===== config.mk =====
export PLATFORM = sky130hd
export DESIGN_NAME = irqgw_bank
export DESIGN_NICKNAME = d
export VERILOG_FILES = /design/src/rtl/irqgw_pkg.sv /design/src/rtl/irqgw_cell.sv /design/src/rtl/irqgw_regs.sv /design/src/rtl/irqgw_bank.sv
export SDC_FILE = /design/constraint.sdc
export NUM_CORES = 1
export LEC_CHECK = 0
export BUFFER_PORTS_ARGS = -buffer_cell sky130_fd_sc_hd__buf_2
export CELL_PAD_IN_SITES_DETAIL_PLACEMENT = 2
export CELL_PAD_IN_SITES_GLOBAL_PLACEMENT = 2
export CORE_MARGIN = 2
export CORE_UTILIZATION = 36
export CTS_CLUSTER_DIAMETER = 100
export DETAILED_ROUTE_END_ITERATION = 16
export PLACE_DENSITY_LB_ADDON = 0.1
export SLEW_MARGIN = 10
export SYNTH_ARGS = -nofsm -noshare
export SYNTH_HDL_FRONTEND = slang
export SYNTH_HIERARCHICAL = 1
export SYNTH_SLANG_ARGS = --single-unit

===== constraint.sdc =====
create_clock -name clk -period 4.9 [get_ports clk]
set_clock_uncertainty 0.2 [all_clocks]
set_input_delay 0.245 -clock clk [delete_from_list [all_inputs] [get_ports clk]]
set_output_delay 0.245 -clock clk [all_outputs]
set_load 0.02 [all_outputs]

===== src/rtl/irqgw_pkg.sv =====
package irqgw_pkg;

    // Per-source gateway state
    typedef enum logic {
        GW_IDLE = 1'b0,
        GW_PEND = 1'b1
    } gw_state_e;

    // Control word layout: bit 1 trigger type, bit 0 polarity
    typedef struct packed {
        logic trig_edge;   // 1: edge-latched, 0: level pass-through
        logic pol_low;     // 1: active-low, 0: active-high
    } gw_ctrl_t;

    // Register region decoded from an address
    typedef enum logic [1:0] {
        RG_CTRL = 2'd0,
        RG_CLR  = 2'd1,
        RG_PEND = 2'd2,
        RG_NONE = 2'd3
    } rg_region_e;

endpackage


===== src/rtl/irqgw_cell.sv =====
module irqgw_cell
    import irqgw_pkg::*;
(
    input  logic     clk,
    input  logic     rst_n,
    input  logic     raw,
    input  gw_ctrl_t ctrl,
    input  logic     clr,
    output logic     pend
);

    gw_state_e state_q;
    gw_state_e state_d;
    logic      active;

    // polarity-adjusted request
    assign active = raw ^ ctrl.pol_low;

    // state register
    always_ff @(posedge clk or negedge rst_n) begin
        if (!rst_n) begin
            state_q <= GW_IDLE;
        end else begin
            state_q <= state_d;
        end
    end

    // next-state logic
    always_comb begin
        state_d = state_q;
        unique case (state_q)
            GW_IDLE: begin
                if (ctrl.trig_edge && active) begin
                    state_d = GW_PEND;              // ARM
                end
            end
            GW_PEND: begin
                if (!ctrl.trig_edge) begin
                    state_d = GW_IDLE;              // LEVEL_FLUSH
                end else if (clr && !active) begin
                    state_d = GW_IDLE;              // CLEAR (set wins)
                end
            end
            default: state_d = GW_IDLE;
        endcase
    end

    // output logic
    always_comb begin
        if (ctrl.trig_edge) begin
            pend = (state_q == GW_PEND);
        end else begin
            pend = active;
        end
    end

    // a latched request stays latched without a clear
    p_edge_hold_r4: assert property (@(posedge clk) disable iff (!rst_n)
        (ctrl.trig_edge && pend && !clr) |=> (!ctrl.trig_edge || pend));

    // an active input in edge mode always leaves the latch set
    p_set_wins_r6: assert property (@(posedge clk) disable iff (!rst_n)
        (ctrl.trig_edge && active) |=> (!ctrl.trig_edge || pend));

    // a clear with an inactive input empties the latch
    p_clear_takes_r5: assert property (@(posedge clk) disable iff (!rst_n)
        (ctrl.trig_edge && clr && !active) |=> (!ctrl.trig_edge || !pend));

endmodule


===== src/rtl/irqgw_regs.sv =====
module irqgw_regs
    import irqgw_pkg::*;
#(
    parameter int          NSRC      = 32,
    parameter int          ADDR_W    = 12,
    parameter int          DATA_W    = 32,
    parameter logic [31:0] CTRL_BASE = 32'h000,
    parameter logic [31:0] CLR_BASE  = 32'h100,
    parameter logic [31:0] PEND_ADDR = 32'h200
) (
    input  logic                    clk,
    input  logic                    rst_n,
    input  logic                    reg_wr,
    input  logic                    reg_rd,
    input  logic [ADDR_W-1:0]       reg_addr,
    input  logic [DATA_W-1:0]       reg_wdata,
    input  logic [NSRC-1:0]         pend_vec,
    output gw_ctrl_t [NSRC-1:1]     ctrl_vec,
    output logic     [NSRC-1:1]     clr_vec,
    output logic [DATA_W-1:0]       reg_rdata
);

    localparam int              IDX_W   = $clog2(NSRC);
    localparam int              SPAN    = NSRC * 4;
    localparam logic [ADDR_W-1:0] SPAN_A  = ADDR_W'(SPAN);
    localparam logic [ADDR_W-1:0] CTRL_LO = CTRL_BASE[ADDR_W-1:0];
    localparam logic [ADDR_W-1:0] CLR_LO  = CLR_BASE[ADDR_W-1:0];
    localparam logic [ADDR_W-1:0] PEND_A  = PEND_ADDR[ADDR_W-1:0];

    logic [ADDR_W-1:0] off_ctrl;
    logic [ADDR_W-1:0] off_clr;
    logic [IDX_W-1:0]  idx;
    rg_region_e        region;
    gw_ctrl_t [NSRC-1:1] ctrl_q;
    logic              unused_wdata;

    assign unused_wdata = ^reg_wdata[DATA_W-1:2];

    assign off_ctrl = reg_addr - CTRL_LO;
    assign off_clr  = reg_addr - CLR_LO;

    // region decode
    always_comb begin
        region = RG_NONE;
        idx    = '0;
        if (reg_addr[1:0] == 2'b00) begin
            if (off_ctrl < SPAN_A) begin
                region = RG_CTRL;
                idx    = off_ctrl[IDX_W+1:2];
            end else if (off_clr < SPAN_A) begin
                region = RG_CLR;
                idx    = off_clr[IDX_W+1:2];
            end else if (reg_addr == PEND_A) begin
                region = RG_PEND;
            end
        end
    end

    // per-source control and clear strobes
    for (genvar i = 1; i < NSRC; i++) begin : g_src
        always_ff @(posedge clk or negedge rst_n) begin
            if (!rst_n) begin
                ctrl_q[i] <= '0;
            end else if (reg_wr && (region == RG_CTRL) && (idx == IDX_W'(i))) begin
                ctrl_q[i] <= gw_ctrl_t'(reg_wdata[1:0]);
            end
        end
        assign clr_vec[i] = reg_wr && (region == RG_CLR) && (idx == IDX_W'(i));
    end

    assign ctrl_vec = ctrl_q;

    // read mux
    always_comb begin
        reg_rdata = '0;
        if (reg_rd) begin
            unique case (region)
                RG_CTRL: begin
                    if (idx != '0) begin
                        reg_rdata[1:0] = ctrl_q[idx];
                    end
                end
                RG_PEND: reg_rdata[NSRC-1:0] = pend_vec;
                RG_CLR:  reg_rdata = '0;
                RG_NONE: reg_rdata = '0;
                default: reg_rdata = '0;
            endcase
        end
    end

    // writes outside the control region leave every control word alone
    p_ctrl_stable_r7: assert property (@(posedge clk) disable iff (!rst_n)
        (reg_wr && (region != RG_CTRL)) |=> $stable(ctrl_q));

endmodule


===== src/rtl/irqgw_bank.sv =====
module irqgw_bank
    import irqgw_pkg::*;
#(
    parameter int NSRC   = 32,
    parameter int ADDR_W = 12
) (
    input  logic              clk,
    input  logic              rst_n,
    input  logic [NSRC-1:1]   irq_raw,
    input  logic              reg_wr,
    input  logic              reg_rd,
    input  logic [ADDR_W-1:0] reg_addr,
    input  logic [31:0]       reg_wdata,
    output logic [31:0]       reg_rdata,
    output logic [NSRC-1:0]   pend_out
);

    gw_ctrl_t [NSRC-1:1] ctrl_vec;
    logic     [NSRC-1:1] clr_vec;
    logic     [NSRC-1:0] pend_w;

    irqgw_regs #(
        .NSRC   (NSRC),
        .ADDR_W (ADDR_W),
        .DATA_W (32)
    ) regs_i (
        .clk       (clk),
        .rst_n     (rst_n),
        .reg_wr    (reg_wr),
        .reg_rd    (reg_rd),
        .reg_addr  (reg_addr),
        .reg_wdata (reg_wdata),
        .pend_vec  (pend_w),
        .ctrl_vec  (ctrl_vec),
        .clr_vec   (clr_vec),
        .reg_rdata (reg_rdata)
    );

    // source 0 is reserved and never pends
    assign pend_w[0] = 1'b0;

    for (genvar i = 1; i < NSRC; i++) begin : g_gw
        irqgw_cell cell_i (
            .clk   (clk),
            .rst_n (rst_n),
            .raw   (irq_raw[i]),
            .ctrl  (ctrl_vec[i]),
            .clr   (clr_vec[i]),
            .pend  (pend_w[i])
        );
    end

    assign pend_out = pend_w;

endmodule


Word-level counts from Yosys, hierarchy flattened

Index checks and enable logic that the tools add are counted.

Register bits: 93
Bits in latches: 0
Memory bits (writable): 0
ROM bits: 0
Output and inout port bits: 64
Word-level logic and storage cells: 523
Memories kept: 0

Add/sub/neg operators: 1
Multipliers: 0
Div/mod/pow operators: 0
$lt $le $gt $ge: 3
Equality and inequality tests: 35
Shifts and indexed selects: 0
Muxes and demuxes: 168
Bitwise operators: 62
Reductions and logical operators: 161

Operators by type and width:

| kind                                                                   | number |
|---|---|
| 1-bit logical AND                                                      | 126 |
| 1-bit 2-to-1 mux                                                       | 125 |
| 5-bit == test (second input constant)                                  | 16 |
| 1-bit case mux with 2 select lines                                     | 31 |
| 5-bit by 4-bit == test with 1-bit output (second input constant)       | 8 |
| 32-bit 2-to-1 mux                                                      | 1 |
| 1-bit logical NOT                                                      | 31 |
| 1-bit NOT                                                              | 31 |
| 1-bit bitwise XOR                                                      | 31 |
| 30-bit 2-to-1 mux                                                      | 1 |
| 12-bit by 8-bit < comparator with 1-bit output (second input constant) | 2 |
| 5-bit by 3-bit == test with 1-bit output (second input constant)       | 4 |
| 5-bit 2-to-1 mux                                                       | 3 |
| 12-bit by 10-bit == test with 1-bit output (second input constant)     | 1 |
| 12-bit by 9-bit subtractor with 12-bit output (second input constant)  | 1 |
| 2-bit binary-select mux with 5-bit select                              | 1 |
| 5-bit by 2-bit == test with 1-bit output (second input constant)       | 2 |
| 2-bit 2-to-1 mux                                                       | 5 |
| 5-bit by 6-bit < comparator with 1-bit output (second input constant)  | 1 |
| 2-bit case mux with 3 select lines                                     | 1 |
| 5-bit by 1-bit == test with 1-bit output (second input constant)       | 1 |
| 5-bit nonzero test                                                     | 1 |
| 2-bit == test (second input constant)                                  | 2 |
| 2-bit logical NOT                                                      | 2 |
| 2 further kinds                                                        | 2 |

Logic depth before layout (Yosys ltp)

Depth after elaboration: 12
Gate-level depth with buffers: 9

By module

The synthesis kept the hierarchy.

By module, submodules not included:

| module     | instances | cells each | area an instance (µm²) |
|---|---|---|---|
| irqgw_regs | 1         | 352        | 3,759.9 |
| irqgw_cell | 31        | 6          | 61.3 |
| irqgw_bank | 1         | 2          | 11.3 |

Worst setup path after synthesis

Ideal clock, no wire load.

Path type: in2out
Start: in reg_addr[10]
End: out reg_rdata[1]
Data arrival time: 1.744 ns
Setup slack: 2.711 ns
Stages on the path: 7
Cells stage by stage: nor4_4 -> and2_0 -> buf_4 -> buf_6 -> nand3_1 -> a2111oi_0 -> a221o_1

Cells in the longest elaborated chain, start to end: 10

Ends and longest elaborated chain:

| what                                           | RTL line         | RTL |
|---|---|---|
| start, declared                                | irqgw_bank.sv:12 | `input logic [ADDR_W-1:0] reg_addr,` |
| 12-bit by 9-bit subtractor with 12-bit output  | irqgw_regs.sv:40 | `assign off_clr = reg_addr - CLR_LO;` |
| 12-bit by 8-bit < comparator with 1-bit output | irqgw_regs.sv:50 | `end else if (off_clr < SPAN_A) begin` |
| 5-bit 2-to-1 mux                               | irqgw_regs.sv:50 |  |
| 5-bit 2-to-1 mux                               | irqgw_regs.sv:47 | `if (off_ctrl < SPAN_A) begin` |
| 5-bit 2-to-1 mux                               | irqgw_regs.sv:46 | `if (reg_addr[1:0] == 2'b00) begin` |
| 2-bit binary-select mux with 5-bit select      | irqgw_regs.sv:80 | `reg_rdata[1:0] = ctrl_q[idx];` |
| 2-bit 2-to-1 mux (not written as such)         | irqgw_regs.sv:80 |  |
| 2-bit 2-to-1 mux                               | irqgw_regs.sv:79 | `if (idx != '0) begin` |
| 2-bit case mux with 3 select lines *           | irqgw_regs.sv:77 | `unique case (region)` |
| 32-bit 2-to-1 mux *                            | irqgw_regs.sv:76 | `if (reg_rd) begin` |
| end, declared                                  | irqgw_bank.sv:14 | `output logic [31:0] reg_rdata,` |

Mark *: on every way between the ends. The rest lies on a longest branch, timed or not. The select of a mux whose other input is x is not followed.

Worst setup path after layout

Start: in reg_addr[3]
End: out reg_rdata[13]

Cells in the longest elaborated chain, start to end: 8

Ends and longest elaborated chain:

| what                                                                                                        | RTL line |
|---|---|
| 12-bit by 9-bit subtractor with 12-bit output or 12-bit by 10-bit == test with 1-bit output (tied branches) | irqgw_regs.sv:40, irqgw_regs.sv:53 |
| 12-bit by 8-bit < comparator with 1-bit output or 1-bit 2-to-1 mux (tied branches)                          | irqgw_regs.sv:50, irqgw_regs.sv:53 |
| 2-bit 2-to-1 mux                                                                                            | irqgw_regs.sv:50 |
| 2-bit 2-to-1 mux *                                                                                          | irqgw_regs.sv:47 |
| 2-bit 2-to-1 mux *                                                                                          | irqgw_regs.sv:46 |
| 2-bit == test *                                                                                             | irqgw_regs.sv:77 |
| 30-bit 2-to-1 mux *                                                                                         | irqgw_regs.sv:77 |
| 32-bit 2-to-1 mux *                                                                                         | irqgw_regs.sv:76 |

Mark *: on every way between the ends. The rest lies on a longest branch, timed or not.

==> key figures <==
Synth
  – Ys Warns: 6
  – #FFs+latches synth: 93
  – Ys async rst share: 1.00
  – Unique masters post-synth: 55
  – Most common cell in the synthesized netlist: dfrtp_1
  – Dominant cell type by area after synthesis: dfrtp_1
  – Top_reg_cell synth: dfrtp_1
  – Syn_area_per_cell: 10.5 um2
  – Area share of the largest cell type after synthesis: 0.410
  – Register area share after synthesis: 0.410
  – Synth cell count leaders: dfrtp_1, mux2_2, nor2_1
  – Synth Instances: 540
  – Number of synthesized flops with an enable pin: 0
  – Largest cells by area after synthesis: dfrtp_1, mux2_2, mux2i_1
  – Mapped cell area: 5670 um2

Clock network
  – TritonCTS Buffers: 9
  – Setup bufs post-CTS: 0
  – H-tree levels: 3
  – Sink Count: 93
  – CTS root buffer: clkbuf_16
  – Worst skew pair latency: 0.35 ns
  – Longest Clk Path Bufs: 2
  – CTS tree: done
  – Clock-pin transition on the worst setup and hold timing paths: 0.07 ns

Floorplanning
  – Die Width: 130 um
  – I/O Pins: 143
  – Core Area: 15300 um2
  – Die Ht: 130 um
  – Starting Density: 0.370
  – Std-Cell Rows: 45
  – DIE AREA: 16800 um2

Placed design
  – GPL Wtd Cong: 0.765
  – Placed cell area: 6400 um2
  – DP HPWL: 12.9 mm
  – Pre-CTS setup slack: 1.88 ns
  – Buffers on Ports: 111

Worst hold path
  – Worst hold path cell count: 3
  – Hold Crit Start: irq_raw[25]
  – Worst Hold End: g_gw[25].cell_i/state_q$_DFF_PN0_
  – HP Class: primary input to flop

Layout
  – Share of cells above drive strength 1: 0.343
  – Final instance area: 6750 um2
  – N_diodes: 0
  – Fin nets: 725
  – Layout fillers: 1680
  – Area Growth Syn to Fin: 19.1%

Worst setup path
  – CP max stage cell: nor2_1
  – Worst reg-to-reg path cell count: 2
  – Delay-heaviest family, CP: simple AND/OR/NAND/NOR gates
  – Setup Crit Path Kind: primary input to primary output
  – Most frequent cell on the critical path: buf_2
  – Cells along the critical path: buf_2 > nor2_1 > and3_1 > and4b_1 > buf_4 > and2_1 > buf_2
  – Critical Path Sink Type: primary output
  – Reg2reg end: g_gw[12].cell_i/state_q$_DFF_PN0_
  – Buf+Inv Stages, Crit Path: 3
  – CP Data Required Time: 4.45 ns
  – Crit path largest cell delay: 0.52 ns
  – CP Data Arrival Time: 2.56 ns
  – Crit path launch type: primary input
  – Setup crit start: reg_addr[3]
  – Worst Path Max Fanout: 35
  – Flop-to-flop setup slack: 3.81 ns
  – RR Startpoint: regs_i/ctrl_vec[22]$_DFFE_PN0P_

STA
  – Total Negative Setup Slacks: 0 ns
  – Hold WS: 0.00604 ns
  – Relative slew slack: 0.456
  – RSZ-0062 raised after global routing: false
  – Final hold violations: 0
  – Final setup violating endpoints: 0
  – Tcrit/Tclk final: 0.614
  – Worst setup margin: 1.89 ns
  – Min Tclk post-route: 3.01 ns
  – Final Slew Violations: 0
  – Fmax: 333 MHz
  – Worst Max-Slew Pin Slew: 0.817 ns

Global route
  – Global route overflow: 0
  – First-pass GRT wire length: 28.5 mm
  – GRT Util Overall: 0.224
  – Largest net degree at the start of global routing: 56
  – Vias in the first global route: 4963
  – Initial antenna violation count: 0

Detailed routing
  – Initial DRT Pass Iterations: 4
  – DR WL/cell: 20.6 um
  – DRT antenna net count: 0
  – Vias per cell: 5.22
  – Drc violations: 0
  – DR vias: 4498
  – DR iter-0 viols: 227
  – DRT Wirelength: 17.8 mm

Power and ir drop
  – Pwr/cell area: 248 nW/um2
  – Max VDD drop: 0.000139 V
  – Leakage: 0.00289 uW
  – Overall Power: 1670 uW

Status
  – Status: completed

Flow run
  – Max-cap check violation count: 0
==> metal layers <==
layer / GRT usage / share of wire
met2: 0.381 / 0.50
met3: 0.0235 / 0.029
met5: 0 / 0
met4: 0.0664 / 0.015
met1: 0.303 / 0.46
==> worst max path at each step <==
stage | end | slack, ns | cells after the start
2_1_floorplan | reg_rdata[1] | 2.71 | 7
3_3_place_gp | g_gw[2].cell_i/state_q$_DFF_PN0_ | 1.90 | 9
3_5_place_dp | g_gw[2].cell_i/state_q$_DFF_PN0_ | 1.88 | 9
4_1_cts | reg_rdata[13] | 1.88 | 7
5_1_grt | reg_rdata[13] | 1.73 | 7
6_report | reg_rdata[13] | 1.89 | 7
==> through the flow <==
step                      cells  utilization
after floorplan             541            -
after global placement      842        0.418
after detailed placement    842        0.418
after CTS                   862        0.441
after global routing        862        0.441
final                       862        0.441
==> kinds of logic after synthesis <==
group           share of synthesized area
buf+inv                            0.0454
flops                               0.410
xor+xnor                           0.0479
other cells                      0.000661
simple gates                        0.201
compound gates                     0.0724
mux                                 0.222
==> flip-flops by register name, summed over array words and instances, names as in the netlist <==
signal	cells
g_gw.cell_i/state_q	31
regs_i/ctrl_vec	62
==> what timing repair did <==
item                       CTS  global route
gates resized for setup      0             0
setup endpoints to repair    0             0
hold buffers                 4             0
hold endpoints to repair    41             0
==> placed cells by master, fill, tap and decap left out, drive strengths merged, types with 3 or more instances in the layout <==
master,synthesis,final
a21boi,31,31
a21oi,3,3
and2,32,32
and3,3,3
and4b,3,3
buf,15,116
clkbuf,11,13
dfrtp,93,93
dlygate4sd3,0,4
inv,33,33
mux2,66,66
mux2i,36,36
mux4,7,7
nand2,15,15
nand2b,33,33
nand3,12,12
nand4,4,4
nor2,53,53
nor2b,7,7
nor3,17,17
nor4,4,4
xnor2,31,31
==> area by class of cell <==
class / instances / area (um2) / share of cell area
clock buffers: 13 / 270 / 0.0400
repair buffers: 120 / 636 / 0.0941
clock inverters: 3 / 42.5 / 0.00630
multi-input cells: 389 / 3090 / 0.458
well taps: 211 / 264 / 0.0391
inverters: 33 / 124 / 0.0183
flip-flops and latches: 93 / 2330 / 0.345
==> worst min-delay path, delay by kind of cell <==
kind | cells | cell delay [ns]
compound gates | 1 | 0.12
buf+inv | 1 | 0.08
xor+xnor | 1 | 0.07
==> power breakdown <==
part / switching [uW] / internal [uW] / total, uW
sequential: 1.15 / 769 / 770
combinational: 109 / 52.8 / 162
clock: 304 / 437 / 741
total: 414 / 1260 / 1670
Note: power is estimated with default switching activity, not from simulation.
